===== config.mk =====
export PLATFORM = sky130hd
export DESIGN_NAME = sndio_decoder
export DESIGN_NICKNAME = d
export VERILOG_FILES = /design/src/rtl/sndio_decoder.sv
export SDC_FILE = /design/constraint.sdc
export NUM_CORES = 1
export LEC_CHECK = 0
export BUFFER_PORTS_ARGS = -buffer_cell sky130_fd_sc_hd__buf_2
export CAP_MARGIN = 25
export CELL_PAD_IN_SITES_DETAIL_PLACEMENT = 1
export CELL_PAD_IN_SITES_GLOBAL_PLACEMENT = 1
export CORE_MARGIN = 3
export CORE_UTILIZATION = 38
export DETAILED_ROUTE_END_ITERATION = 8
export PLACE_DENSITY_LB_ADDON = 0.1
export SYNTH_ARGS = -nofsm -noshare
export SYNTH_HDL_FRONTEND = slang
export SYNTH_SLANG_ARGS = --single-unit

===== constraint.sdc =====
create_clock -name clk -period 2.8 [get_ports clk]
set_input_delay 0.14 -clock clk [delete_from_list [all_inputs] [get_ports clk]]
set_output_delay 0.14 -clock clk [all_outputs]
set_load 0.01 [all_outputs]

===== src/rtl/sndio_decoder.sv =====
module sndio_decoder #(
  parameter int ROM_BYTES = 64,
  parameter logic [ROM_BYTES*8-1:0] ROM_IMAGE = {8'hFF, 8'hC0, {(ROM_BYTES-2)*8{1'b0}}}
) (
  input  logic        clk,
  input  logic        rst_n,
  input  logic [15:0] cpu_addr,
  input  logic [7:0]  cpu_wdata,
  input  logic        cpu_rd,
  input  logic        cpu_wr,
  output logic [7:0]  cpu_rdata,
  output logic [15:0] ram_addr,
  output logic        ram_we,
  output logic [7:0]  ram_wdata,
  input  logic [7:0]  ram_rdata,
  output logic [6:0]  dsp_addr,
  output logic        dsp_we,
  output logic [7:0]  dsp_wdata,
  input  logic [7:0]  dsp_rdata,
  output logic [1:0]  tmr_idx,
  output logic        tmr_period_we,
  output logic [7:0]  tmr_wdata,
  output logic        tmr_cnt_rd,
  output logic        tmr_cnt_clr,
  input  logic [3:0]  tmr_cnt_data,
  output logic [2:0]  timer_enable,
  input  logic        host_we,
  input  logic [1:0]  host_sel,
  input  logic [7:0]  host_data,
  output logic [31:0] to_host_ports
);
  localparam int ROM_AW = $clog2(ROM_BYTES);
  localparam logic [15:0] ROM_BASE = 16'(32'h10000 - ROM_BYTES);

  logic       rom_en_q;
  logic [2:0] timer_en_q;
  logic [7:0] dsp_idx_q;
  logic [3:0][7:0] port_in_q;
  logic [3:0][7:0] port_out_q;

  wire        io_page  = cpu_addr[15:4] == 12'h00F;
  wire [3:0]  reg_sel  = cpu_addr[3:0];
  wire        in_rom   = cpu_addr >= ROM_BASE;
  wire        spare    = reg_sel == 4'h8 || reg_sel == 4'h9;
  wire        is_tper  = io_page && (reg_sel >= 4'hA) && (reg_sel <= 4'hC);
  wire        is_tcnt  = io_page && (reg_sel >= 4'hD);
  wire        wr_io    = cpu_wr && io_page;
  wire        cfg_wr   = wr_io && reg_sel == 4'h1;
  wire [3:0]  clr_port = {{2{cfg_wr && cpu_wdata[5]}}, {2{cfg_wr && cpu_wdata[4]}}};
  wire [7:0]  rom_byte = ROM_IMAGE[{cpu_addr[ROM_AW-1:0], 3'b000} +: 8];

  assign ram_addr      = cpu_addr;
  assign ram_wdata     = cpu_wdata;
  assign ram_we        = cpu_wr && (!io_page || spare);
  assign dsp_addr      = dsp_idx_q[6:0];
  assign dsp_wdata     = cpu_wdata;
  assign dsp_we        = wr_io && reg_sel == 4'h3 && !dsp_idx_q[7];
  assign tmr_idx       = is_tcnt ? 2'(reg_sel - 4'hD) : 2'(reg_sel - 4'hA);
  assign tmr_wdata     = cpu_wdata;
  assign tmr_period_we = cpu_wr && is_tper;
  assign tmr_cnt_rd    = cpu_rd && is_tcnt;
  assign tmr_cnt_clr   = cpu_wr && is_tcnt;
  assign timer_enable  = timer_en_q;
  assign to_host_ports = port_out_q;

  always_ff @(posedge clk or negedge rst_n) begin
    if (!rst_n) begin
      rom_en_q   <= 1'b1;
      timer_en_q <= '0;
      dsp_idx_q  <= '0;
      port_in_q  <= '0;
      port_out_q <= '0;
    end else begin
      if (cfg_wr) begin
        rom_en_q   <= cpu_wdata[7];
        timer_en_q <= cpu_wdata[2:0];
      end
      if (wr_io && reg_sel == 4'h2) dsp_idx_q <= cpu_wdata;
      if (wr_io && reg_sel[3:2] == 2'b01) port_out_q[reg_sel[1:0]] <= cpu_wdata;
      for (int i = 0; i < 4; i++) begin
        if (clr_port[i]) port_in_q[i] <= '0;
        else if (host_we && host_sel == 2'(i)) port_in_q[i] <= host_data;
      end
    end
  end

  always_comb begin
    cpu_rdata = ram_rdata;
    if (io_page) begin
      case (reg_sel)
        4'h2:                   cpu_rdata = dsp_idx_q;
        4'h3:                   cpu_rdata = dsp_rdata;
        4'h4, 4'h5, 4'h6, 4'h7: cpu_rdata = port_in_q[reg_sel[1:0]];
        4'h8, 4'h9:             cpu_rdata = ram_rdata;
        4'hD, 4'hE, 4'hF:       cpu_rdata = {4'h0, tmr_cnt_data};
        default:                cpu_rdata = 8'h00;
      endcase
    end else if (in_rom && rom_en_q) begin
      cpu_rdata = rom_byte;
    end
  end

  p_dsp_hi_drop_r3: assert property (@(posedge clk) disable iff (!rst_n)
    (cpu_wr && cpu_addr == 16'h00F3 && dsp_idx_q[7]) |-> !dsp_we);
  p_rom_wr_thru_r5: assert property (@(posedge clk) disable iff (!rst_n)
    (cpu_wr && in_rom) |-> (ram_we && ram_addr == cpu_addr && ram_wdata == cpu_wdata));
  p_overlay_off_r5: assert property (@(posedge clk) disable iff (!rst_n)
    ($past(cpu_wr && cpu_addr == 16'h00F1 && !cpu_wdata[7]) && cpu_rd && in_rom)
      |-> cpu_rdata == ram_rdata);
  p_cfg_timers_r6: assert property (@(posedge clk) disable iff (!rst_n)
    (cpu_wr && cpu_addr == 16'h00F1) |=> timer_enable == $past(cpu_wdata[2:0]));
  p_clear_lo_r7: assert property (@(posedge clk) disable iff (!rst_n)
    (cpu_wr && cpu_addr == 16'h00F1 && cpu_wdata[4]) |=> (port_in_q[0] == 8'h00 && port_in_q[1] == 8'h00));
  p_io_no_ram_r9: assert property (@(posedge clk) disable iff (!rst_n)
    (cpu_wr && io_page && !spare) |-> !ram_we);
  p_one_tmr_strobe_r10: assert property (@(posedge clk) disable iff (!rst_n)
    $onehot0({tmr_period_we, tmr_cnt_rd, tmr_cnt_clr}));
endmodule


==> results of run 1 <==
-- registers in the layout (all words and copies together), names as in the netlist --
register / flops
rom_en_q: 1
dsp_idx_q: 8
port_in_q: 32
to_host_ports: 32
timer_enable: 3
-- per-stage QoR --
step | area, sq um | total power [mW] | setup slack, ns | std cells
6_report | 5050 | 2.64 | 0.495 | 602
5_1_grt | 5050 | 2.78 | 0.370 | 602
4_1_cts | 5020 | 2.68 | 0.478 | 601
3_5_place_dp | 4770 | 1.65 | 0.488 | 584
3_3_place_gp | 4770 | 1.64 | 0.497 | 584
2_1_floorplan | 4200 | 1.50 | 0.499 | 347
-- final cells by class --
class,instances,share of cell area
Timing Repair Buffer,167,0.177
Clock inverter,6,0.0223
Tap cell,136,0.0337
Sequential cell,76,0.377
Multi-Input combinational cell,203,0.362
Inverter,4,0.00298
Clock buffer,10,0.0253
-- worst max-delay path: cells and delay by family, from the launching register on --
kind,cells,cell delay [ns]
and+or+nand+nor,2,0.66
buffers and inverters,1,0.16
DFF,1,0.54
AOI/OAI and AO/OA,2,0.45
-- final timing paths --
check | start | endpoint | cells past startpoint
max | rom_en_q | cpu_rdata[2] | 5
max reg2reg | dsp_idx_q[0] | dsp_idx_q[0] | 1
min in group asynchronous | rst_n | port_in_q[21] | 2
min reg2reg | to_host_ports[7] | to_host_ports[7] | 1
max in group asynchronous | rst_n | rom_en_q | 3
min | host_data[3] | port_in_q[11] | 3
-- metal layers --
layer / global-route usage / up-vias
met4: 0.0568 / 2
met3: 0.0480 / 15
li1: - / 1452
met2: 0.321 / 118
met5: 0 / -
met1: 0.271 / 1583
-- synthesized netlist by cell type, drive strengths merged --
cell type	count
nand3	8
and3	2
a222oi	8
or4	2
nor3	2
and4	2
nand3b	3
mux4	8
dfstp	1
ha	8
and2b	1
a22o	8
a21oi	5
dfrtp	75
xnor2	1
or3	1
nand4	4
clkbuf	9
a221oi	8
mux2i	34
mux2	44
nand2	7
nor3b	3
buf	55
nor4	2
nor2	36
o41a	2
inv	4
a31oi	4
-- kinds of logic after synthesis --
family,after synthesis,synth area share
AO/OA/AOI/OAI,35,0.0700
XOR/XNOR,1,0.00209
adder cells (fa/ha/maj),8,0.0238
buffers and inverters,68,0.113
flip-flops,76,0.453
multiplexers,86,0.242
AND/OR/NAND/NOR,73,0.0960
-- power groups by stage --
| stage | combinational (mW) | clock, mW | sequential (mW) |
|---|---|---|---|
| 4_1_cts | 0.405 | 1.04 | 1.23 |
| 2_1_floorplan | 0.263 | 0 | 1.24 |
| 6_report | 0.402 | 1.01 | 1.23 |
| 3_5_place_dp | 0.402 | 0 | 1.25 |
| 5_1_grt | 0.446 | 1.09 | 1.24 |
| 3_3_place_gp | 0.392 | 0 | 1.25 |
==> results.tsv, run 1 <==
stage	metric	value	unit
outcome	status	complete, no violations	
sta	RSZ-0062 raised after global routing	no	
layout	final-stage net count	528	
synthesis	synth unique cells	37	
drt	Top Layer Used	met5	
global_route	total gr overflow	0	
floorplanning	core area	0.0106	sq mm
drt	WL met1	5.36	mm
critical_path	worst path cell trace	nand4_1 > or3_1 > a221oi_1 > a31oi_1 > buf_2	
floorplanning	row cnt	37	
layout	Register Area	0.00190	sq mm
sta	Layout Skew	0	ns
global_route	first-pass GRT wire length	19.4	mm
drt	Vias/cell	5.27	
power_and_ir_drop	switching power	0.678	mW
clock_tree	TritonCTS buffer count	9	
power_and_ir_drop	Sequential Power Share	0.466	
global_route	overall routing resource usage	0.200	
layout	most frequent standard cell in the layout excluding fill and tap cells	buf_2	
global_route	antenna violations before repair	1	
clock_tree	Post-CTS Hold Buffers	1	
clock_tree	post_cts resized	0	
sta	Slew @ Worst Pin	0.681	ns
critical_path	crit path max fanout	8	
layout	FILL cells	1168	
clock_tree	worst skew pair latency	0.35	ns
drt	initial DRC count	127	
sta	Fin. Hold Viols	0	
worst_hold_path	Hold WC Path Type	in -> reg	
synthesis	synth top area cells	dfrtp_1 (45%), mux2_2 (12%), buf_4 (8.8%)	
power_and_ir_drop	Int Pwr	1.97	mW
drt	1st-pass router iterations	4	
drt	met2 wire len	5.86	mm
synthesis	synthesis warning total	0	
drt	wire length on met3	709	um
floorplanning	initial core utilization	0.398	
drt	post-route ant nets	0	
clock_tree	maximum root-to-sink buffer count	2	
synthesis	Synthesized Nets	414	
floorplanning	die area	0.0123	sq mm
job	Max Cap Viol	0	
layout	Antenna Cells	0	
layout	layout cells sized above 1	0.528	
power_and_ir_drop	sw frac	0.256	
layout	area grow syn2layout	20.2	%
critical_path	Max stage delay on crit path	0.54	ns
placed_design	GP Congestion	0.816	
power_and_ir_drop	static leakage	2.75	nW
synthesis	Synth Instances	347	
floorplanning	Die Span X	111	um
sta	Slew Viols, Final	0	
drt	Routed wire per std cell	20.1	um
sta	worst hold slack	0.0769	ns
sta	Final setup viols	0	
power_and_ir_drop	Peak VDD IR	0.277	mV
synthesis	#FFs+latches synth	76	
floorplanning	io pins	156	
power_and_ir_drop	part of the power in the clock network	0.382	
placed_design	IO Port Bufs	155	
synthesis	area leader, netlist	dfrtp_1	
synthesis	top-area cell type share of the netlist area	0.447	
drt	routed wire length	12.1	mm
layout	most frequent cells in the layout	buf_2 (154), dfrtp_1 (75), mux2_2 (44), nor2_1 (36), mux2i_1 (34)	
synthesis	Syn Area/Cell	12.1	sq um
clock_tree	CTS H-tree depth	3	
critical_path	data required time of the worst path	2.66	ns
clock_tree	Setup Buffers After CTS	0	
critical_path	Crit-path slowest cell	dfstp_2	
power_and_ir_drop	Comb pwr share	0.152	
critical_path	Critical Path AT	2.17	ns
sta	Setup TNS	0	ns
sta	crit share post-route	0.823	
global_route	largest net degree at the start of global routing	77	
placed_design	HPWL after DPL	8.96	mm
synthesis	Seq/Total Area, Yosys	0.453	
clock_tree	CTS tree	built	
drt	DR vias	3170	
clock_tree	CTS clk-pin slew, worst paths	0.08	ns
layout	area of the multi-input gates	0.00183	sq mm
sta	fmax	434	MHz
sta	crit path time final	2.31	ns
drt	detailed-route DRC error count	0	
synthesis	Cell Area, Synth	0.00420	sq mm
power_and_ir_drop	PwrDens	524	mW/mm^2
clock_tree	clk root buf	clkbuf_8	
critical_path	Setup CP Type	reg -> out	
sta	Slew headroom	0.544	
critical_path	Worst setup SP type	flop	
floorplanning	Die Y	111	um
critical_path	Critical Path Sink Type	output port	
clock_tree	clock sink count	76	
critical_path	flop2flop setup slack	2.00	ns
global_route	number of global-route vias before repair	3417	
layout	fin util	0.478	
(Power assumes the default switching activity.)
==> run 2: changes to the inputs <==
--- a/config.mk
+++ b/config.mk
@@ -10,7 +10,7 @@
 export CELL_PAD_IN_SITES_DETAIL_PLACEMENT = 1
 export CELL_PAD_IN_SITES_GLOBAL_PLACEMENT = 1
 export CORE_MARGIN = 3
-export CORE_UTILIZATION = 38
+export CORE_UTILIZATION = 35
 export DETAILED_ROUTE_END_ITERATION = 8
 export PLACE_DENSITY_LB_ADDON = 0.1
 export SYNTH_ARGS = -nofsm -noshare
==> constraint.sdc (replaced) <==
create_clock -name clk -period 2.1 [get_ports clk]
set_input_delay 0.105 -clock clk [delete_from_list [all_inputs] [get_ports clk]]
set_output_delay 0.105 -clock clk [all_outputs]
set_load 0.01 [all_outputs]
==> run 2 against run 1 <==
Effect of this change: clock skew is the same; register-to-register slack got worse by 0.70 ns; largest cell class unchanged; largest power group is now clock; clock-buffer cell count fell by 1; the run now ends with negative setup slack left; critical endpoint unchanged; die area rose by 8.1%.
==> results.tsv, run 2 (same netlist as run 1, synthesis figures left out) <==
stage	metric	value	unit	change
critical_path	Setup CP Type	reg -> out		unchanged
sta	worst hold slack	0.0723	ns	was 0.0769 ns
placed_design	GP Congestion	0.763		was 0.816
drt	detailed-route DRC error count	0		unchanged
worst_hold_path	Hold WC Path Type	in -> reg		unchanged
sta	Setup TNS	-0.00382	ns	was 0 ns
critical_path	Worst setup SP type	flop		unchanged
layout	most frequent cells in the layout	buf_2 (154), dfrtp_1 (75), mux2_2 (44), nor2_1 (36), mux2i_1 (34)		unchanged
layout	most frequent standard cell in the layout excluding fill and tap cells	buf_2		unchanged
global_route	GR peak layer	met2		unchanged
drt	1st-pass router iterations	4		unchanged
sta	fmax	475	MHz	
job	Max Cap Viol	0		unchanged
critical_path	Critical Path AT	2.00	ns	was 2.17 ns
clock_tree	TritonCTS buffer count	9		unchanged
clock_tree	clk root buf	clkbuf_16		was clkbuf_8
sta	RSZ-0062 raised after global routing	yes		was no
floorplanning	io pins	156		unchanged
clock_tree	CTS clk-pin slew, worst paths	0.06	ns	was 0.08 ns
sta	post-route setup slack	-0.00382	ns	was 0.495 ns
clock_tree	CTS H-tree depth	3		unchanged
global_route	largest net degree at the start of global routing	41		was 77
critical_path	data required time of the worst path	2.00	ns	was 2.66 ns
sta	Slew @ Worst Pin	0.643	ns	was 0.681 ns
drt	Routed wire per std cell	20.4	um	was 20.1 um
clock_tree	worst skew pair latency	0.33	ns	was 0.35 ns
clock_tree	maximum root-to-sink buffer count	2		unchanged
critical_path	crit path max fanout	8		unchanged
floorplanning	row cnt	39		was 37
global_route	total gr overflow	0		unchanged
placed_design	placed inst area	0.00489	sq mm	was 0.00477 sq mm
drt	initial DRC count	144		was 127
layout	Antenna Cells	0		unchanged
global_route	overall routing resource usage	0.191		was 0.200
power_and_ir_drop	Peak VDD IR	0.401	mV	was 0.277 mV
floorplanning	Die Span X	116	um	was 111 um
global_route	met2 GRT Util	0.308		was 0.321
sta	crit share post-route	1.00		
sta	Final setup viols	1		was 0
power_and_ir_drop	total power draw	3.97	mW	was 2.64 mW
critical_path	Critical Path Sink Type	output port		unchanged
global_route	grt met3 use	0.0371		was 0.0480
global_route	antenna violations before repair	0		was 1
layout	FILL cells	1315		was 1,168
sta	Slew headroom	0.570		was 0.544
sta	Slew Viols, Final	0		unchanged
outcome	failing checks	negative setup slack		
floorplanning	die area	0.0133	sq mm	was 0.0123 sq mm
layout	layout cells sized above 1	0.551		was 0.528
sta	Layout Skew	0	ns	unchanged
drt	Vias/cell	5.22		was 5.27
drt	post-route ant nets	0		unchanged
drt	routed wire length	12.6	mm	was 12.1 mm
floorplanning	Die Y	116	um	was 111 um
outcome	status	finished, violations left		was complete, no violations
global_route	first-pass GRT wire length	19.2	mm	was 19.4 mm
clock_tree	CTS tree	built		unchanged
clock_tree	clock sink count	76		unchanged
power_and_ir_drop	PwrDens	752	mW/mm^2	was 524 mW/mm^2
floorplanning	initial core utilization	0.363		was 0.398
global_route	number of global-route vias before repair	3368		was 3,417
placed_design	HPWL after DPL	9.31	mm	was 8.96 mm
sta	Fin. Hold Viols	0		unchanged
layout	final-stage net count	537		was 528
placed_design	IO Port Bufs	155		unchanged
power_and_ir_drop	static leakage	2.84	nW	was 2.75 nW
layout	Layout Cell Area excl Fill	0.00528	sq mm	was 0.00505 sq mm
drt	DR vias	3218		was 3,170
floorplanning	core area	0.0116	sq mm	was 0.0106 sq mm
global_route	global routing met1 resource utilization	0.261		was 0.271
sta	crit path time final	2.10	ns	
layout	area grow syn2layout	25.7	%	was 20.2%
[run 2: changes by cell type in the layout (fill, tap and decap cells not counted), moves of 2 or more]
cell / delta
clkinvlp_4: +2
clkbuf_16: +9
a221oi_2: +3
buf_12: +3
buf_4: +7
a221oi_1: -3
clkbuf_8: -9
[run 2: what timing repair did]
item	4_1_cts	5_1_grt
gates resized for setup	1	6
hold endpoints to repair	36	0
setup endpoints to repair	8	8
pin swaps	1	0
buffers inserted	0	0
hold buffers	1	0
[run 2: layout make-up]
class	count	area [sq um]	share of cell area
clock inverter	6	114	0.0216
tap	143	179	0.0339
multi-input combinational	203	1870	0.353
sequential	76	1900	0.361
inverter	4	15.0	0.00284
clock buffer	9	225	0.0427
timing repair buffer	176	976	0.185
[run 2: report_power, final]
group          switching (mW)  total [mW]  internal (mW)
sequential             0.0618        1.64           1.58
clock                   0.618        1.77           1.16
combinational           0.295       0.554          0.259
[run 2: worst max-delay path: stages, from the launching register on]
cell      delay, ns
dfstp_2        0.53
nand4_1        0.11
or3_4          0.44
a221oi_1       0.34
a31oi_1        0.08
buf_2          0.16
[run 2: metrics by stage]
step,std cells,setup WS (ns),utilization
final,617,-0.00382,0.456
after detailed placement,601,0.0101,0.423
after floorplan,347,0.146,-
after global routing,617,-0.0791,0.456
after global placement,600,-0.293,0.422
after CTS,617,0.00387,0.453
[run 2: per-layer routing]
metal	up-vias	share of wire
met5	-	0
met4	0	0.012
met3	9	0.064
met2	118	0.48
met1	1622	0.45
li1	1469	-
[run 2: worst paths after layout]
| check | from | endpoint | cells after the start | slack [ns] |
|---|---|---|---|---|
| hold reg to reg | timer_enable[1] | timer_enable[1] | 1 | 0.50 |
| setup reg to reg | dsp_idx_q[5] | dsp_idx_q[5] | 1 | 1.30 |
| setup / recovery | rom_en_q | cpu_rdata[2] | 5 | -0.004 |
| min in group asynchronous | rst_n | port_in_q[5] | 2 | 0.28 |
| hold / removal | host_data[5] | port_in_q[13] | 3 | 0.07 |
| max in group asynchronous | rst_n | rom_en_q | 3 | 1.15 |
==> run 3: changes to the inputs <==
--- a/config.mk
+++ b/config.mk
@@ -5,6 +5,7 @@
 export SDC_FILE = /design/constraint.sdc
 export NUM_CORES = 1
 export LEC_CHECK = 0
+export ABC_AREA = 1
 export BUFFER_PORTS_ARGS = -buffer_cell sky130_fd_sc_hd__buf_2
 export CAP_MARGIN = 25
 export CELL_PAD_IN_SITES_DETAIL_PLACEMENT = 1
==> constraint.sdc (replaced) <==
create_clock -name clk -period 2.36 [get_ports clk]
set_input_delay 0.236 -clock clk [delete_from_list [all_inputs] [get_ports clk]]
set_output_delay 0.236 -clock clk [all_outputs]
set_load 0.01 [all_outputs]
==> run 3 against run 2 <==
Effect of this change: the run now ends clean; critical path depth grew 4; utilization decreased by 0.90 points; power fell by 16%; sequential cell count unchanged; hold slack improved by 0.11 ns; non-clock buffer count fell by 2; die area grew 6.9%; clock power shrank 20%; worst setup slack gained 0.20 ns; register-to-register slack gained 0.31 ns; clock skew is the same; final cell count up 48%; largest cell class is now multi-input combinational cells; highest routed layer unchanged.
==> results.tsv, run 3 <==
stage	metric	value	unit	change
synthesis	Synthesized Nets	691		was 414
synthesis	adder-cell area share of the yosys netlist	0.0222		was 0.0238
critical_path	Critical Path Sink Type	output port		unchanged
synthesis	FFs w/ async S/R, synth	1.00		unchanged
floorplanning	die area	0.0143	sq mm	was 0.0133 sq mm
sta	Final setup viols	0		was 1
clock_tree	clk root buf	clkbuf_16		unchanged
drt	1st-pass router iterations	4		unchanged
clock_tree	clock sink count	76		unchanged
synthesis	most common cell in the netlist	nand2_1		was dfrtp_1
sta	Fin. Hold Viols	0		unchanged
clock_tree	TritonCTS buffer count	9		unchanged
synthesis	synth unique cells	24		was 37
power_and_ir_drop	static leakage	3.16	nW	was 2.84 nW
placed_design	HPWL after DPL	11.1	mm	was 9.31 mm
floorplanning	Die Y	119	um	was 116 um
synthesis	area leader, netlist	dfrtp_1		unchanged
synthesis	#FFs+latches synth	76		unchanged
global_route	largest net degree at the start of global routing	77		was 41
layout	most frequent standard cell in the layout excluding fill and tap cells	nand2_1		was buf_2
global_route	first-pass GRT wire length	24.1	mm	was 19.2 mm
global_route	antenna violations before repair	0		unchanged
layout	fin util	0.447		was 0.456
synthesis	synthesis warning total	0		unchanged
critical_path	worst path cell trace	nand2_1 > nor2_1 > nand3_2 > inv_1 > nand2_2 > o21ai_0 > nand2_1 > nand2_1 > buf_2		was nand4_1 > or3_4 > a221oi_1 > a31oi_1 > buf_2
sta	fmax	463	MHz	
synthesis	Post-synth EDFFs	0		unchanged
critical_path	flop2flop setup slack	1.61	ns	was 1.30 ns
global_route	number of global-route vias before repair	4637		was 3,368
drt	DR vias	4492		was 3,218
floorplanning	io pins	156		unchanged
floorplanning	initial core utilization	0.366		was 0.363
clock_tree	CTS tree	built		unchanged
placed_design	DP Cell Count	899		was 601
power_and_ir_drop	PwrDens	603	mW/mm^2	was 752 mW/mm^2
layout	final-stage net count	810		was 537
critical_path	Critical Path AT	1.92	ns	was 2.00 ns
sta	post-route setup slack	0.200	ns	was -0.00382 ns
critical_path	Worst setup SP type	flop		unchanged
worst_hold_path	worst hold endpoint	port_in_q[12]		was port_in_q[13]
clock_tree	worst skew pair latency	0.34	ns	was 0.33 ns
synthesis	synth top area cells	dfrtp_1 (42%), nand2_1 (16%), nand3_1 (12%)		was dfrtp_1 (45%), mux2_2 (12%), buf_4 (8.8%)
synthesis	mux cell area share after synthesis	0		was 0.242
synthesis	top-area cell type share of the netlist area	0.417		was 0.447
clock_tree	maximum root-to-sink buffer count	2		unchanged
synthesis	Synth Instances	624		was 347
critical_path	crit path max fanout	6		was 8
worst_hold_path	Hold WC Path Type	in -> reg		unchanged
worst_hold_path	Hold Path Origin	host_data[4]		was host_data[5]
sta	crit path time final	2.16	ns	
sta	Slew headroom	0.717		was 0.570
worst_hold_path	Hold Path Depth	3		unchanged
floorplanning	Die Span X	119	um	was 116 um
sta	Layout Skew	0	ns	unchanged
synthesis	Post-Synth XOR/XNOR Area	0.00194		was 0.00209
job	Max Cap Viol	0		unchanged
critical_path	Critical R2R Launch	rom_en_q		was dsp_idx_q[5]
synthesis	Syn Area/Cell	7.22	sq um	was 12.1 sq um
drt	Routed wire per std cell	16.0	um	was 20.4 um
synthesis	Cell Area, Synth	0.00450	sq mm	was 0.00420 sq mm
synthesis	Main synth FF type	dfrtp_1		unchanged
drt	initial DRC count	232		was 144
sta	Slew Viols, Final	0		unchanged
critical_path	reg-to-reg critical path endpoint	rom_en_q		was dsp_idx_q[5]
floorplanning	core area	0.0123	sq mm	was 0.0116 sq mm
layout	area grow syn2layout	22.3	%	was 25.7%
outcome	status	complete, no violations		was finished, violations left
layout	Antenna Cells	0		unchanged
critical_path	Setup CP Type	reg -> out		unchanged
critical_path	data required time of the worst path	2.12	ns	was 2.00 ns
sta	RSZ-0062 raised after global routing	no		was yes
power_and_ir_drop	Peak VDD IR	0.355	mV	was 0.401 mV
global_route	total gr overflow	0		unchanged
drt	routed wire length	14.6	mm	was 12.6 mm
sta	crit share post-route	0.915		
placed_design	IO Port Bufs	155		unchanged
synthesis	Synth Area in Simple Gates	0.378		was 0.0960
sta	Setup TNS	0	ns	was -0.00382 ns
critical_path	Register-to-Register Path Depth	2		was 1
drt	Vias/cell	4.90		was 5.22
synthesis	main combinational cell family by area after synthesis	simple AND/OR/NAND/NOR gates		was multiplexers
drt	post-route ant nets	0		unchanged
placed_design	GP Congestion	0.916		was 0.763
clock_tree	CTS H-tree depth	3		unchanged
global_route	overall routing resource usage	0.210		was 0.191
synthesis	synth cell count leaders	nand2_1 (194), nand3_1 (109), dfrtp_1 (75)		was dfrtp_1 (75), buf_4 (49), mux2_2 (44)
layout	most frequent cells in the layout	nand2_1 (193), buf_2 (155), nand3_1 (108), dfrtp_1 (75), nor2_1 (66)		was buf_2 (154), dfrtp_1 (75), mux2_2 (44), nor2_1 (36), mux2i_1 (34)
sta	worst hold slack	0.184	ns	was 0.0723 ns
synthesis	Seq/Total Area, Yosys	0.423		was 0.453
floorplanning	row cnt	40		was 39
layout	Post-Layout Cell Count	916		was 617
critical_path	Max stage delay on crit path	0.55	ns	was 0.53 ns
drt	detailed-route DRC error count	0		unchanged
clock_tree	CTS clk-pin slew, worst paths	0.06	ns	about the same
synthesis	Synth Area in Compound Gates	0.0381		was 0.0700
critical_path	Crit path top cell by count	nand2_1		
layout	layout cells sized above 1	0.270		was 0.551
sta	Slew @ Worst Pin	0.421	ns	was 0.643 ns
clock_tree	Setup Buffers After CTS	0		unchanged
placed_design	dpl ws	0.138	ns	was 0.0101 ns
layout	FILL cells	1639		was 1,315
critical_path	Crit-path slowest cell	dfstp_2		unchanged
run 3: cell count changes after synthesis, sizes merged, moves of 9 or more:
cell   previous run  this run
mux2i            34         0
nand2             7       194
nor2             36        70
buf              55        64
inv               4        41
mux2             44         0
nand3             8       110
nor3              2        11
o21ai             0        31
run 3: critical path: cells and delay by family, from the launching register on:
kind                   cells  cell delay (ns)
AND/OR/NAND/NOR            6             0.61
flip-flops                 1             0.55
AO/OA/AOI/OAI              1             0.12
buffers and inverters      2             0.29
run 3: per-layer routing:
| metal | vias to the layer above | global-route usage | part of all wire |
|---|---|---|---|
| met1 | 2168 | 0.283 | 0.46 |
| met5 | - | 0 | 0 |
| met3 | 15 | 0.0404 | 0.050 |
| li1 | 2200 | - | - |
| met2 | 109 | 0.345 | 0.48 |
| met4 | 0 | 0.0587 | 0.012 |
run 3: repair_timing:
item                                   CTS  global route
resized for setup                        0             3
endpoints found under the hold margin   75             0
hold buffers                             1             0
setup endpoints to repair                0             6
run 3: worst max path at each step:
| stage | startpoint | end | slack [ns] |
|---|---|---|---|
| global placement | cpu_addr[1] | tmr_idx[1] | 0.27 |
| detailed placement | cpu_addr[1] | cpu_rdata[1] | 0.14 |
| floorplan | cpu_addr[0] | cpu_rdata[0] | 0.29 |
| CTS | rom_en_q | cpu_rdata[4] | 0.08 |
| finish | rom_en_q | cpu_rdata[4] | 0.20 |
| global route | rom_en_q | cpu_rdata[5] | 0.02 |
run 3: cells by family (layout without fill, tap and decap cells):
| kind of cell | after synthesis | in the layout |
|---|---|---|
| AO/OA/AOI/OAI | 34 | 34 |
| flip-flops | 76 | 76 |
| AND/OR/NAND/NOR | 395 | 395 |
| buffers and inverters | 110 | 234 |
| XOR/XNOR | 1 | 1 |
| adder cells (fa/ha/maj) | 8 | 8 |
run 3: layout make-up:
type | instances | area [sq um] | area share
multi-input cells | 438 | 1990 | 0.361
repair buffers | 174 | 933 | 0.169
well taps | 168 | 210 | 0.0382
flip-flops and latches | 76 | 1900 | 0.346
clock buffers | 11 | 243 | 0.0441
clock inverters | 5 | 60.1 | 0.0109
inverters | 44 | 170 | 0.0309
run 3: per-stage QoR:
| stage | area (sq um) | total power [mW] |
|---|---|---|
| 6_report | 5510 | 3.32 |
| 5_1_grt | 5510 | 3.48 |
| 4_1_cts | 5500 | 3.36 |
| 3_5_place_dp | 5180 | 1.94 |
| 3_3_place_gp | 5180 | 1.92 |
| 2_1_floorplan | 4500 | 1.73 |
run 3: power breakdown:
group	switching, mW	internal (mW)
Combinational	0.302	0.174
Sequential	0.0447	1.39
Clock	0.558	0.852
Total	0.905	2.42
